$ cat src/rtl/serial_rx_pkg.sv
// Shared types for the serial byte receiver.
// Assumes nothing beyond a standard SystemVerilog compiler.
package serial_rx_pkg;

    typedef enum logic [1:0] {
        RXS_IDLE  = 2'd0,
        RXS_START = 2'd1,
        RXS_DATA  = 2'd2,
        RXS_STOP  = 2'd3
    } rx_state_e;

endpackage

$ cat src/rtl/serial_rx_tickgen.sv
// Sample-enable generator: divides the system clock down to OVERSAMPLE
// times the line rate. Assumes CLK_HZ >= BAUD*OVERSAMPLE.
module serial_rx_tickgen #(
    parameter int CLK_HZ     = 100_000_000,
    parameter int BAUD       = 19_200,
    parameter int OVERSAMPLE = 16
) (
    input  logic clk,
    input  logic rst_n,
    output logic tick_o
);
    localparam int DIV   = CLK_HZ / (BAUD * OVERSAMPLE);
    localparam int DIV_L = (DIV < 1) ? 1 : DIV;
    localparam int CW    = (DIV_L > 1) ? $clog2(DIV_L) : 1;

    generate
        if (DIV_L > 1) begin : g_div
            logic [CW-1:0] cnt_q;

            // Free-running divider; wraps after DIV_L cycles.
            always_ff @(posedge clk) begin
                if (!rst_n) begin
                    cnt_q <= '0;
                end else if (cnt_q == CW'(DIV_L - 1)) begin
                    cnt_q <= '0;
                end else begin
                    cnt_q <= cnt_q + 1'b1;
                end
            end

            assign tick_o = (cnt_q == CW'(DIV_L - 1));

            AST_TICK_SPACED: assert property (@(posedge clk) disable iff (!rst_n)
                tick_o |=> !tick_o);
        end else begin : g_nodiv
            assign tick_o = 1'b1;
        end
    endgenerate

endmodule

$ cat src/rtl/serial_rx_sync.sv
// Two-flop synchroniser with a falling-edge detector. Assumes an idle-high
// line; both stages and the edge history reset high.
module serial_rx_sync (
    input  logic clk,
    input  logic rst_n,
    input  logic rx_i,
    output logic rx_s_o,
    output logic fall_o
);
    logic meta_q, sync_q, hist_q;

    // Bring the asynchronous line into the clock domain and keep one cycle of history.
    always_ff @(posedge clk) begin
        if (!rst_n) begin
            meta_q <= 1'b1;
            sync_q <= 1'b1;
            hist_q <= 1'b1;
        end else begin
            meta_q <= rx_i;
            sync_q <= meta_q;
            hist_q <= sync_q;
        end
    end

    assign rx_s_o = sync_q;
    assign fall_o = hist_q & ~sync_q;

    AST_FALL_IS_EDGE: assert property (@(posedge clk) disable iff (!rst_n)
        fall_o |=> !fall_o);

endmodule

$ cat src/rtl/serial_rx_ctrl.sv
// Frame controller: confirms the start bit at mid-bit, samples each data
// bit at its centre (LSB first), presents the byte, then waits into the
// stop bit. Assumes a one-cycle sample-enable pulse and a synchronised line.
module serial_rx_ctrl
    import serial_rx_pkg::*;
#(
    parameter int OVERSAMPLE = 16,
    parameter int DATA_BITS  = 8
) (
    input  logic                 clk,
    input  logic                 rst_n,
    input  logic                 tick_i,
    input  logic                 rx_s_i,
    input  logic                 fall_i,
    output logic [DATA_BITS-1:0] data_o,
    output logic                 valid_o
);
    localparam int TW      = $clog2(OVERSAMPLE);
    localparam int BW      = (DATA_BITS > 1) ? $clog2(DATA_BITS) : 1;
    localparam int MID     = OVERSAMPLE / 2 - 1;
    localparam int LASTTCK = OVERSAMPLE - 1;
    localparam int LASTBIT = DATA_BITS - 1;

    rx_state_e            state_q;
    logic [TW-1:0]        tcnt_q;
    logic [BW-1:0]        bidx_q;
    logic [DATA_BITS-1:0] shift_q;
    logic [DATA_BITS-1:0] next_shift;

    assign next_shift = {rx_s_i, shift_q[DATA_BITS-1:1]};

    // Sequence through idle, start check, data collection and stop wait.
    always_ff @(posedge clk) begin
        if (!rst_n) begin
            state_q <= RXS_IDLE;
            tcnt_q  <= '0;
            bidx_q  <= '0;
            shift_q <= '0;
            data_o  <= '0;
            valid_o <= 1'b0;
        end else begin
            valid_o <= 1'b0;
            unique case (state_q)
                RXS_IDLE: begin
                    tcnt_q <= '0;
                    if (fall_i) begin
                        state_q <= RXS_START;
                    end
                end
                RXS_START: begin
                    if (tick_i) begin
                        if (tcnt_q == TW'(MID)) begin
                            tcnt_q <= '0;
                            bidx_q <= '0;
                            state_q <= rx_s_i ? RXS_IDLE : RXS_DATA;
                        end else begin
                            tcnt_q <= tcnt_q + 1'b1;
                        end
                    end
                end
                RXS_DATA: begin
                    if (tick_i) begin
                        if (tcnt_q == TW'(LASTTCK)) begin
                            tcnt_q  <= '0;
                            shift_q <= next_shift;
                            bidx_q  <= bidx_q + 1'b1;
                            if (bidx_q == BW'(LASTBIT)) begin
                                data_o  <= next_shift;
                                valid_o <= 1'b1;
                                state_q <= RXS_STOP;
                            end
                        end else begin
                            tcnt_q <= tcnt_q + 1'b1;
                        end
                    end
                end
                RXS_STOP: begin
                    if (tick_i) begin
                        if (tcnt_q == TW'(LASTTCK)) begin
                            tcnt_q  <= '0;
                            state_q <= RXS_IDLE;
                        end else begin
                            tcnt_q <= tcnt_q + 1'b1;
                        end
                    end
                end
                default: state_q <= RXS_IDLE;
            endcase
        end
    end

    AST_VALID_PULSE: assert property (@(posedge clk) disable iff (!rst_n)
        valid_o |=> !valid_o);
    AST_DATA_HELD: assert property (@(posedge clk) disable iff (!rst_n)
        !$stable(data_o) |-> valid_o);
    AST_VALID_AFTER_DATA: assert property (@(posedge clk) disable iff (!rst_n)
        valid_o |-> ($past(state_q) == RXS_DATA) && (state_q == RXS_STOP));
    AST_GLITCH_DROP: assert property (@(posedge clk) disable iff (!rst_n)
        (state_q == RXS_START && tick_i && tcnt_q == TW'(MID) && rx_s_i)
        |=> (state_q == RXS_IDLE) && !valid_o);
    AST_STOP_TO_IDLE: assert property (@(posedge clk) disable iff (!rst_n)
        (state_q == RXS_STOP && tick_i && tcnt_q == TW'(LASTTCK))
        |=> state_q == RXS_IDLE);
    AST_START_NEEDS_EDGE: assert property (@(posedge clk) disable iff (!rst_n)
        ($past(state_q) == RXS_IDLE && state_q == RXS_START) |-> $past(fall_i));

endmodule

$ cat src/rtl/serial_byte_rx.sv
// Top level of the serial byte receiver: tick generator, line synchroniser
// and frame controller. Assumes an 8N1 idle-high line at BAUD.
module serial_byte_rx #(
    parameter int CLK_HZ     = 100_000_000,
    parameter int BAUD       = 19_200,
    parameter int OVERSAMPLE = 16,
    parameter int DATA_BITS  = 8
) (
    input  logic                 clk,
    input  logic                 rst_n,
    input  logic                 rx_i,
    output logic [DATA_BITS-1:0] data_o,
    output logic                 valid_o
);
    logic tick, rx_s, fall;

    serial_rx_tickgen #(
        .CLK_HZ    (CLK_HZ),
        .BAUD      (BAUD),
        .OVERSAMPLE(OVERSAMPLE)
    ) u_tick (
        .clk   (clk),
        .rst_n (rst_n),
        .tick_o(tick)
    );

    serial_rx_sync u_sync (
        .clk   (clk),
        .rst_n (rst_n),
        .rx_i  (rx_i),
        .rx_s_o(rx_s),
        .fall_o(fall)
    );

    serial_rx_ctrl #(
        .OVERSAMPLE(OVERSAMPLE),
        .DATA_BITS (DATA_BITS)
    ) u_ctrl (
        .clk    (clk),
        .rst_n  (rst_n),
        .tick_i (tick),
        .rx_s_i (rx_s),
        .fall_i (fall),
        .data_o (data_o),
        .valid_o(valid_o)
    );

    AST_RESET_QUIET: assert property (@(posedge clk)
        !rst_n |=> !valid_o && data_o == '0);

endmodule

$ cat config.mk
export PLATFORM = sky130hd
export DESIGN_NAME = serial_byte_rx
export DESIGN_NICKNAME = d
export VERILOG_FILES = /design/src/rtl/serial_rx_pkg.sv /design/src/rtl/serial_rx_tickgen.sv /design/src/rtl/serial_rx_sync.sv /design/src/rtl/serial_rx_ctrl.sv /design/src/rtl/serial_byte_rx.sv
export SDC_FILE = /design/constraint.sdc
export NUM_CORES = 1
export LEC_CHECK = 0
export BUFFER_PORTS_ARGS = -buffer_cell sky130_fd_sc_hd__buf_2
export CORE_UTILIZATION = 35
export DETAILED_ROUTE_END_ITERATION = 12
export SLEW_MARGIN = 40
export SYNTH_ARGS = -nofsm -noshare
export SYNTH_HDL_FRONTEND = slang
export SYNTH_HIERARCHICAL = 1
export SYNTH_SLANG_ARGS = --single-unit
$ cat constraint.sdc
create_clock -name clk -period 4.9 [get_ports clk]
set_input_delay 0.98 -clock clk [delete_from_list [all_inputs] [get_ports clk]]
set_output_delay 0.98 -clock clk [all_outputs]
set_load 0.05 [all_outputs]
==> results.md, run 1 <==
- The cell type contributing the most total cell area after synthesis is dfxtp_1.
- The count of buffers added on input and output ports is 11.
- Summing every instance area after synthesis gives 1680 um^2.
- The reported max-cap violation count is 0.
- The critical-path maximum fanout is 18.
- Synthesis instantiated roughly 40 different standard cells from the library.
- The detailed-route vias per instance is 5.19.
- The maximum buffer depth of the clock tree is 2.
- The sum of negative setup slack is 0 ps.
- The first global-routing pass estimated 5.14 mm of wire.
- The floorplan has 24 rows.
- After synthesis the netlist holds a flip-flop and latch count of 37.
- Counting instances, the worst hold path has a depth of 1.
- For this configuration, the core starts out at a cell density of 37.5%.
- The maximum VDD drop is 0.000159 V.
- The via count of the first global-routing pass is 1145.
- The post-route minimum period is 2320 ps.
- The number of antenna violations at the first check in global routing is 0.
- The worst flop-to-flop path endpoint is u_ctrl/state_q[0].
- The arrival time of the worst setup path is 2540 ps.
- After synthesis, the cell types taking the most area are dfxtp_1, nand3_1, o21ai_0.
- For this block, the via count after detailed routing is 1230.
- Cells fill 41.1% of the core in the end.
- The flow ran to the end, but the final reports show violations.
- The share of the cycle needed by the critical path after routing is 47.4%.
- The area used by sequential logic in the layout is ~740 um^2.
- The total routing resource utilization after global routing is 12.8%.
- In this run, flip-flops and latches consume 55.5% of the power.
- For this block, the routed nets add up to slightly below 3 mm of wire.
- The final instance count without filler cells is ~240.
- In this run the post-CTS setup repair buffer count came out at 0.
- The detailed router's first-iteration violation count is 65.
- The worst min-delay path endpoint is u_sync/rx_s_o.
- The worst register-to-register path begins at u_tick/g_div.cnt_q[0].
- The worst min-delay path startpoint is u_sync/meta_q.
- The final count of hold timing violations is 0.
- The multi-input combinational cells in the finished layout cover a total of about 860 um^2.
- For this run, the register share of the synthesized area comes to 44.1%.
- Setup slack on the worst reg-to-reg path comes out at 2580 ps.
- The total grt overflow is 0.
- The normalized max-slew margin is approximately 55%.
- The congestion estimate from routability-driven global placement came to 0.752.
- The warning count from the yosys run is 6.
- Post-CTS repair changed the size of 0 cells.
- The average cell area after synthesis is approximately 9.5 um^2.
- Relative to the synthesized area, the layout overhead comes to 9.54%.
- After clock tree synthesis, the clock-pin slew on the worst setup and hold paths is about 70 ps.
- The library cell used most frequently in the layout, excluding fill and tap cells, is dfxtp_1.
- Net switching is 20.8% of the power.
- The depth of the worst register-to-register path is 7.
- The analysis attributes to net switching a power of 0.116 mW.
- The start point of the critical path is u_tick/g_div.cnt_q[0].
- The number of pins with negative max-slew slack in the final report is 0.
- Dividing total power by cell area gives a power density of around 300 nW/um^2.
- The die covers just over 5000 um^2.
- After the last flow step, the layout net total stands at between 150 and 200.
- Detailed placement finished with a half-perimeter wire length of ~1.9 mm.
- The H-tree generated during clock tree synthesis spans 2 levels.
- After detailed routing, the average wire length per cell comes to around 12 um.
- The clock root buffer is clkbuf_8.
- The number of top-level design ports is 12.
- The number of clock buffers added by TritonCTS is 5.
- The worst hold-check slack is between 400 and 500 ps.
- Data on the critical path is required at its endpoint by around 5100 ps.
- The final setup violation count is 0.
- The number of filler cells placed in the layout is 444.
- The latest clock arrival within the worst-skew pair is 280 ps.
- The die is 71.2 um wide.
- The slew at the pin with the worst max-slew slack is approximately 670 ps.
- In this run, the clock network consumes 41.6% of the power.
- The worst setup path is launched from a flip-flop.
- The worst setup path is captured at a flip-flop.
- For this design, the CTS-stage hold fixing added 0 buffers.
- The number of instances in the synthesized netlist is 176.
- When the netlist entered floorplanning its net count stood at 184.
- The checks that failed: design-rule violations.
- The region available for standard cell placement spans ~4500 um^2.
- Once placement completed, the tool counted placed cells totaling about 230.
- In this run the biggest area consumer among cell types represents around 44% of the synthesized area.
- The antenna diode instance count is 0.
- The floorplan step set the die height to 71.2 um.
- The tightest min-delay check is of the reg2reg type.
- Entering global routing, the biggest net connects 30 pins.
- The pre-antenna-repair detailed-routing pass consisted of 8 iterations.
- The internal power of the cells totals 0.439 mW.
- For the final database, setup skew stands at 6.02 ps.
- The achievable frequency is 0.431 GHz.
- The detail route stage leaves a number of antenna-violating nets equal to 0.
- The worst setup path is of the reg2reg kind.
- Setup repair after global routing left no endpoint under its margin.
- For this design, the sink count on the clock tree is 37.
- The power share of the combinational group is 2.8%.
- The total design power is 0.554 mW.
- The library cells used most frequently in the layout, excluding fill and tap cells, are dfxtp_1, nand3_1, o21ai_0.
- The static leakage is 0.640 nW.
- The clock tree from TritonCTS is yes.
- In the routed design, unresolved DRC markers number 1.
- The share of layout cells above drive strength 1 is 14.6%.
==> routing by layer <==
layer | GRT usage (%) | routed length [um] | vias up
li1 | - | - | 648
met1 | 16.5 | 1520 | 560
met2 | 20.2 | 1290 | 17
met3 | 3.80 | 88 | 5
met4 | 4.67 | 36 | 0
met5 | 0 | 0 | -
==> worst max-delay path: stages (launching register included) <==
cell and delay (ps):
dfxtp_1 350, inv_1 70, ha_1 130, nand2_1 100, nor4_2 590, and3_1 640, a22oi_1 200, a21boi_1 180
==> how the worst max path moves through the flow <==
stage | to | slack [ps]
after floorplan | u_ctrl/tcnt_q[3] | 2770
after global placement | u_ctrl/data_o[7] | 2420
after detailed placement | u_ctrl/shift_q[1] | 2650
after CTS | u_ctrl/state_q[0] | 2590
after global routing | u_ctrl/state_q[0] | 2340
final | u_ctrl/state_q[0] | 2580
==> power groups by stage <==
stage,Sequential [mW],Clock (mW),Combinational (mW)
6_report,0.308,0.231,0.0157
5_1_grt,0.308,0.257,0.0184
4_1_cts,0.308,0.240,0.0155
3_5_place_dp,0.315,0,0.0152
3_3_place_gp,0.315,0,0.0156
2_1_floorplan,0.313,0,0.0127
==> registers in the layout, indices dropped and copies added (netlist names), named ones only <==
| name | cells |
|---|---|
| u_tick/g_div.cnt_q | 9 |
| u_sync/meta_q | 1 |
| u_ctrl/data_o | 8 |
| u_ctrl/valid_o | 1 |
| u_sync/hist_q | 1 |
| u_ctrl/bidx_q | 3 |
| u_sync/rx_s_o | 1 |
| u_ctrl/state_q | 1 |
| u_ctrl/tcnt_q | 4 |
| u_ctrl/shift_q | 7 |
==> kinds of logic (layout without fill, tap and decap cells) <==
| group | count (synthesis) | count (layout) | synth area share, % |
|---|---|---|---|
| xor gates and xnor gates | 6 | 6 | 3.13 |
| AOI/OAI and AO/OA | 50 | 50 | 20.2 |
| muxes | 4 | 4 | 2.39 |
| adders and majority gates | 5 | 5 | 3.73 |
| DFF | 37 | 37 | 44.1 |
| buffers and inverters | 14 | 23 | 5.59 |
| and+or+nand+nor | 60 | 60 | 20.8 |
==> cell usage after synthesis <==
cell,number
nand4bb_1,1
buf_12,1
or4_1,2
or3b_4,1
nand2b_1,3
o31ai_1,2
nor3b_1,1
xor2_1,4
a21boi_1,8
nor2b_1,2
nand4_1,1
nand3_2,1
buf_2,2
o21ai_0,19
nand3b_1,2
nor4_1,1
nand4b_1,1
xnor2_1,2
o41ai_2,1
a311o_1,1
nand2_1,9
buf_6,3
or3_1,2
and3_1,2
o211ai_1,1
clkbuf_1,4
a21boi_0,8
a21oi_1,6
a311o_2,1
dfxtp_1,37
and4b_1,1
o211a_1,1
a21oi_4,1
nor2_1,8
nand3_1,20
inv_1,4
ha_1,5
nand3_4,1
mux2i_1,4
and3b_2,1
a22oi_1,1
==> metrics by stage <==
| step | setup slack [ps] | area (um^2) |
|---|---|---|
| floorplan | 2770 | 1680 |
| global placement | 2420 | 1720 |
| detailed placement | 2650 | 1730 |
| CTS | 2590 | 1830 |
| global route | 2340 | 1840 |
| finish | 2580 | 1840 |
==> layout make-up <==
class                      instances  share of cell area (%)
clock buffer                       7                    5.24
clock inverter                     1                   0.272
inverter                           4                   0.817
multi-input combinational        125                    46.8
sequential                        37                    40.3
tap                               52                    3.54
timing repair buffer              11                    3.00
(Power assumes the default switching activity.)
==> inputs of run 2 (changes only) <==
==> constraint.sdc (replaced) <==
create_clock -name clk -period 2.4 [get_ports clk]
set_input_delay 0.48 -clock clk [delete_from_list [all_inputs] [get_ports clk]]
set_output_delay 0.48 -clock clk [all_outputs]
set_load 0.05 [all_outputs]
==> run 2 against run 1 <==
  * The run still ends with design-rule violations left
  * Sequential share of layout area grew 0.47 points
  * Non-clock buffer count grew 2
  * Power grew 93%
  * Worst setup slack lost 2200 ps
  * Register-to-register slack lost 2200 ps
  * Critical endpoint is now u_ctrl/shift_q[2]
  * Largest cell class unchanged
==> results.md, run 2 (same netlist as run 1, synthesis figures left out) <==
- The number of antenna violations at the first check in global routing is 0.
- VDD sags by at most ~0.00037 V.
- The floorplan step set the die width to 71.2 um.
- The number of top-level design ports is 12.
- After floorplanning, the core was sized to cover 4470 um^2.
- The reg2reg setup slack is 330 ps.
- In this run the critical register-to-register path is launched from u_tick/g_div.cnt_q[0].
- Max-cap violations in this run came to 0.
- The average wire per cell in the routed design is 12.5 um.
- The library cell used most frequently in the layout, excluding fill and tap cells, is dfxtp_1.
- Gates resized during post-CTS repair numbered 0.
- Once detailed placement completed, the half-perimeter wirelength came to ~1.9 mm.
- For this run, the slowest stage of the critical path takes 570 ps.
- Compared with the post-synthesis result, the final layout area differs by 8.28%.
- The sum of negative setup slack is 0 ps.
- The signal on the critical path passes through inv_1 > ha_1 > nand2_1 > nor4_1 > buf_4 > and3_1 > nand3_1 > a21boi_0.
- The total power divided by cell area is 590 nW/um^2.
- Across all layers, the routed design uses around 1300 vias.
- After layout, the minimum clock period comes to 2070 ps.
- The analysis attributes to cell leakage a power of 0.641 nW.
- The maximum buffer depth of the clock tree is 2.
- The depth of the worst register-to-register path is 8.
- For the pin with the worst max-slew slack, the measured transition is around 630 ps.
- The number of pins with negative max-slew slack in the final report came to 0.
- The kind of start point of the critical path is a flip-flop.
- The number of flip-flops under the largest register name is 9.
- The count of nets left with antenna violations after detail routing is 0.
- The die covers 5070 um^2.
- For hold timing, the worst endpoint is u_sync/meta_q.
- The first-pass detailed-route iteration total is 8.
- The clock root buffer is clkbuf_8.
- The run finished, with violations left.
- Leaving out filler cells and counting taps, the final layout contains approximately 240.
- The final setup violation count is 0.
- For the worst-skew pair, the clock arrives at the later sink with an insertion delay of about 280 ps.
- The via count of the first global-routing pass is 1234.
- The worst flop-to-flop path endpoint is u_ctrl/shift_q[2].
- In the final layout, the registers with the most flip-flops are u_tick/g_div.cnt_q (9), u_ctrl/data_o (8), u_ctrl/shift_q (7).
- The share of layout cells above drive strength 1 is around 14%.
- Clock-pin slew was measured on the worst setup and hold paths at 70 ps.
- The number of buffer and inverter stages on the critical path is 2.
- In the layout the commonest cells are dfxtp_1, nand3_1, o21ai_0.
- Of all nets on the critical path, the largest fanout is 18.
- The total number of H-tree levels is 2.
- Summing all multi-input logic gate instances after layout gives 843 um^2.
- The share of the cycle needed by the critical path after routing is 86.2%.
- The wire length of the first global-routing pass is 5.48 mm.
- The final layout contains routed wiring with a total length of 2.98 mm.
- The final count of hold timing violations is 0.
- Clock tree synthesis inserted a total of 5 buffers.
- STA classifies the critical path endpoint as a flip-flop.
- The achievable frequency is 0.484 GHz.
- The clock tree from TritonCTS is yes.
- The checks that failed: design-rule violations.
- The arrival time of the worst setup path is 2270 ps.
- In this run the number of cells on the critical path is 8.
- The initial standard-cell utilization of the core is 37.5%.
- Buffers placed on the I/O ports in this run total 11.
- The critical path is of the reg2reg type.
- At the worst endpoint, the required time is 2600 ps.
- Headroom to the max-slew limit came out at 58.1%.
- Counting tap cells, the placed design contains a total of about 230 instances.
- After filler insertion, the fill cell instance count of the layout stands at 422.
- The critical path's top delay family is simple AND/OR/NAND/NOR gates.
- The most critical setup path has its startpoint at u_tick/g_div.cnt_q[0].
- The detailed router's first-iteration violation count is 85.
- Using the TritonRoute via totals, the vias-per-cell ratio works out to 5.24.
- The residual DRC count is 1.
- The tree built by TritonCTS fans out to 37 sinks.
- The antenna diode instance count is 0.
- The total routing resource utilization after global routing is between 10% and 20%.
- The number of nets in the layout is roughly 190.
- Entering global routing, the biggest net connects 30 pins.
- The worst min-delay path startpoint is rx_i.
- After clock tree synthesis, the flow added hold-fix buffers numbering 0.
- Across the routed clock network, the largest skew measured is 5.32 ps.
- The setup fix buffers added after clock tree synthesis is 0.
- Routability-driven placement finished with a final weighted congestion of 0.730.
- The worst hold path passes through 2 cells.
- The total grt overflow is 0.
- The register with the most flip-flops is u_tick/g_div.cnt_q.
- The die extent in y is 71.2 um.
- The sequential cells in the finished layout cover a total of about 740 um^2.
- The path class of the tightest hold or removal check is in2reg.
- On the critical path, the stage with the largest delay is an instance of and3_1.
- The site row count is 24.
- Setup repair after global routing left no endpoint under its margin.
==> run 2: cell count changes in the layout (fill, tap and decap cells not counted), sizes merged <==
cell and change:
buf +2, clkbuf -1, clkinv +1
==> run 2: routing by layer <==
layer  GRT usage [%]  wire length [um]
met1            18.0              1550
met2            20.8              1320
met3            3.38                82
met4            4.67                27
met5               0                 0
==> run 2: report_power, final <==
group | internal, mW | switching, mW
Sequential | 0.621 | 0.00779
Clock | 0.201 | 0.210
Combinational | 0.0158 | 0.0162
==> run 2: per-stage QoR <==
| stage | hold WS [ps] | utilization, % | power, mW | setup slack, ps | cell area (um^2) |
|---|---|---|---|---|---|
| 5_1_grt | 390 | 40.6 | 1.12 | 109 | 1820 |
| 3_5_place_dp | 407 | 38.8 | 0.675 | 380 | 1730 |
| 4_1_cts | 369 | 40.6 | 1.09 | 342 | 1820 |
| 2_1_floorplan | 386 | - | 0.666 | 271 | 1680 |
| 6_report | 377 | 40.6 | 1.07 | 332 | 1820 |
| 3_3_place_gp | 389 | 38.8 | 0.676 | 452 | 1730 |
==> run 2: worst max-delay path by stage <==
stage                   endpoint  slack [ps]
3_3_place_gp   u_ctrl/shift_q[1]         450
4_1_cts        u_ctrl/shift_q[2]         340
3_5_place_dp   u_ctrl/state_q[0]         380
6_report       u_ctrl/shift_q[2]         330
2_1_floorplan   u_ctrl/tcnt_q[3]         270
5_1_grt        u_ctrl/shift_q[1]         110
==> run 2: cell type report <==
class / count / share of cell area, %
Multi-Input combinational cell: 125 / 46.4
Sequential cell: 37 / 40.8
Clock buffer: 6 / 3.99
Inverter: 4 / 0.826
Timing Repair Buffer: 13 / 3.86
Tap cell: 52 / 3.58
Clock inverter: 2 / 0.551
==> inputs of run 3 (changes only) <==
==> constraint.sdc (replaced) <==
create_clock -name clk -period 2.3 [get_ports clk]
set_input_delay 0.46 -clock clk [delete_from_list [all_inputs] [get_ports clk]]
set_output_delay 0.46 -clock clk [all_outputs]
set_load 0.05 [all_outputs]
==> run 3 against run 2 <==
  * Clock skew up 1.5 ps
  * Combinational power up 7.8%
  * Sequential share of layout area down 0.25 points
  * Via count up 0.80%
  * Cell area up 0.62%
  * Final cell count unchanged
  * Wire length up 0.67%
  * The flow still finishes with violations (design-rule violations)
  * Critical path depth up 1
  * Non-clock buffer count up 1
  * Clock-buffer cell count up 1
==> results.md, run 3 (same netlist as run 1, synthesis figures left out) <==
- The flow ran to the end, but the final reports show violations.
- The checks that failed: design-rule violations.
- The internal power component is 0.903 mW.
- The critical path class is reg2reg.
- VDD sags by at most 0.000427 V.
- Prior to clock tree synthesis, the placed netlist has a worst setup slack of 532 ps.
- The final count of hold timing violations is 0.
- The first-pass detailed-route iteration total is 8.
- The antenna diode instance count is 0.
- The residual DRC count is 1.
- At the pin with the least slew margin, the transition time is 470 ps.
- The area of the core is approximately 4500 um^2.
- The top cell types in the final layout, fill and taps aside, are dfxtp_1, nand3_1, o21ai_0.
- The static leakage is 0.646 nW.
- For this design the total switching power over the nets is between 0.2 and 0.25 mW.
- At the worst endpoint, the arrival time is 1940 ps.
- The via count of the first global-routing pass is 1198.
- The detailed-route vias per instance is ~5.3.
- 12 I/O pins were placed.
- The total grt overflow is 0.
- The setup fix buffers added after clock tree synthesis is 0.
- The sum of negative setup slack is 0 ps.
- The share of total power consumed by net switching is ~21%.
- The wire length of the first global-routing pass is 5.39 mm.
- Ranked by flip-flop count, first place goes to u_tick/g_div.cnt_q.
- Leaving out fill and tap cells, the most frequent cell in the layout is dfxtp_1.
- The number of buffer cells added on primary ports is 11.
- The finished cells cover 1830 um^2.
- The clock tree synthesis step divided the H-tree into 2 levels.
- For this design, the sink count on the clock tree is 37.
- The setup slack after layout is 531 ps.
- The share of the cycle needed by the critical path after routing is 76.9%.
- From bottom edge to top edge, the die measures 71.2 um.
- The site row count is 24.
- The latest clock arrival within the worst-skew pair is 280 ps.
- The final instance count without filler cells is ~240.
- Once the clock tree was built, the resizer swapped 0 gates to a different size.
- The required time at the endpoint of the critical path is 2470 ps.
- The reported max-cap violation count is 0.
- Setup violations remaining at the end of the flow were counted as 0.
- The worst setup path is captured at a flip-flop.
- The detailed-route via count is 1262.
- In the final layout, the registers with the most flip-flops are u_tick/g_div.cnt_q (9), u_ctrl/data_o (8), u_ctrl/shift_q (7).
- The number of nets in the layout is slightly below 200.
- For this block, the routed nets add up to about 3 mm of wire.
- The largest net degree at the start of global routing is 30.
- The power share of the combinational group is 3.0%.
- The sequential cell fraction of total power is 57.7%.
- The clock group share of total power is 39.2%.
- The post-synthesis to final-layout area growth is 8.95%.
- The completed layout was analyzed and its total power is 1.14 mW.
- The total power divided by cell area is slightly above 600 nW/um^2.
- For this configuration, the core starts out at a cell density of 37.5%.
- The clock slew at the register clock pins of the worst setup and hold paths is 70 ps.
- The achievable frequency is 0.565 GHz.
- The count of nets left with antenna violations after detail routing is 0.
- The area of placed instances is 1740 um^2.
- The number of pins with negative max-slew slack in the final report is 0.
- The post-route minimum period is 1770 ps.
- The CTS buffer count is 5.
- The share of layout cells above drive strength 1 is between 10 and 15%.
- The floorplan step defined a die boundary enclosing 5070 um^2.
- The die is 71.2 um wide.
- For this design, the CTS-stage hold fixing added 0 buffers.
- Global routing consumed, over all layers together, 13.2% of the routing resources.
- The cell total after placement is roughly 230.
- The last weighted congestion value of the routability-driven placer is 0.714.
- CTS placed an instance of clkbuf_8 at the clock tree root.
- Setup repair after global routing left no endpoint under its margin.
- After detailed routing, the average wire length per cell comes to 12.6 um.
- The clock arrives with 6.78 ps of skew.
- The detailed router's first-iteration violation count is 99.
- The maximum buffer depth of the clock tree is 2.
- The number of antenna violations at the first check in global routing is 0.
- The estimated wirelength of the detail-placed design is 1.92 mm.
- The normalized max-slew margin is 68.3%.
- The register with the most flip-flops in the layout has 9 of them.
- The tightest min-delay check is of the in2reg type.
- STA classifies the critical path startpoint as a flip-flop.
- The critical-path maximum fanout is 18.
- TritonCTS built the clock tree.
run 3: cell count changes in the layout (fill, tap and decap cells not counted):
cell | before | now
buf_4 | 2 | 3
clkbuf_8 | 5 | 6
clkinv_2 | 2 | 0
run 3: power groups by stage:
stage / Sequential (mW) / Combinational, mW / Clock (mW)
3_5_place_dp: 0.671 / 0.0348 / 0
5_1_grt: 0.658 / 0.0384 / 0.500
2_1_floorplan: 0.668 / 0.0271 / 0
4_1_cts: 0.656 / 0.0349 / 0.468
6_report: 0.656 / 0.0345 / 0.446
3_3_place_gp: 0.670 / 0.0350 / 0
run 3: path summary, 6_finish.rpt:
kind,startpoint,depth (start not counted),slack (ps),to
max,u_tick/g_div.cnt_q[0],9,530,flip-flop
min,rx_i,2,370,u_sync/meta_q
max reg2reg,u_tick/g_div.cnt_q[0],9,530,flip-flop
min reg2reg,u_sync/meta_q,1,410,u_sync/rx_s_o
run 3: area by class of cell:
cell class	instances	area (um^2)
Multi-Input combinational cell	125	843
Tap cell	52	65.1
Sequential cell	37	741
Inverter	4	15.0
Clock buffer	7	86.3
Timing Repair Buffer	14	77.6
Fill cell	451	2650
run 3: metrics by stage:
stage	hold slack, ps	utilization (%)
final	369	40.9
after global placement	391	38.9
after CTS	355	40.9
after global routing	351	40.9
after detailed placement	401	38.9
after floorplan	386	-
run 3: routing by layer:
layer  GRT usage [%]  vias to the layer above  wire, um  share of wire [%]
met2            20.3                       23      1300                 43
met1            18.3                      580      1600                 53
met3            4.22                        2        89                3.0
li1                -                      657         -                  -
met5               0                        -         0                  0
met4            2.00                        0         8               0.27
run 3: worst max-delay path, cell delays in order, from the launching register on:
cell     delay (ps)
dfxtp_1         350
inv_1            70
ha_1            130
nand2_1          70
nor4_1          230
buf_4           200
and3_1          160
buf_4           220
nand3_1         100
o211a_1         150
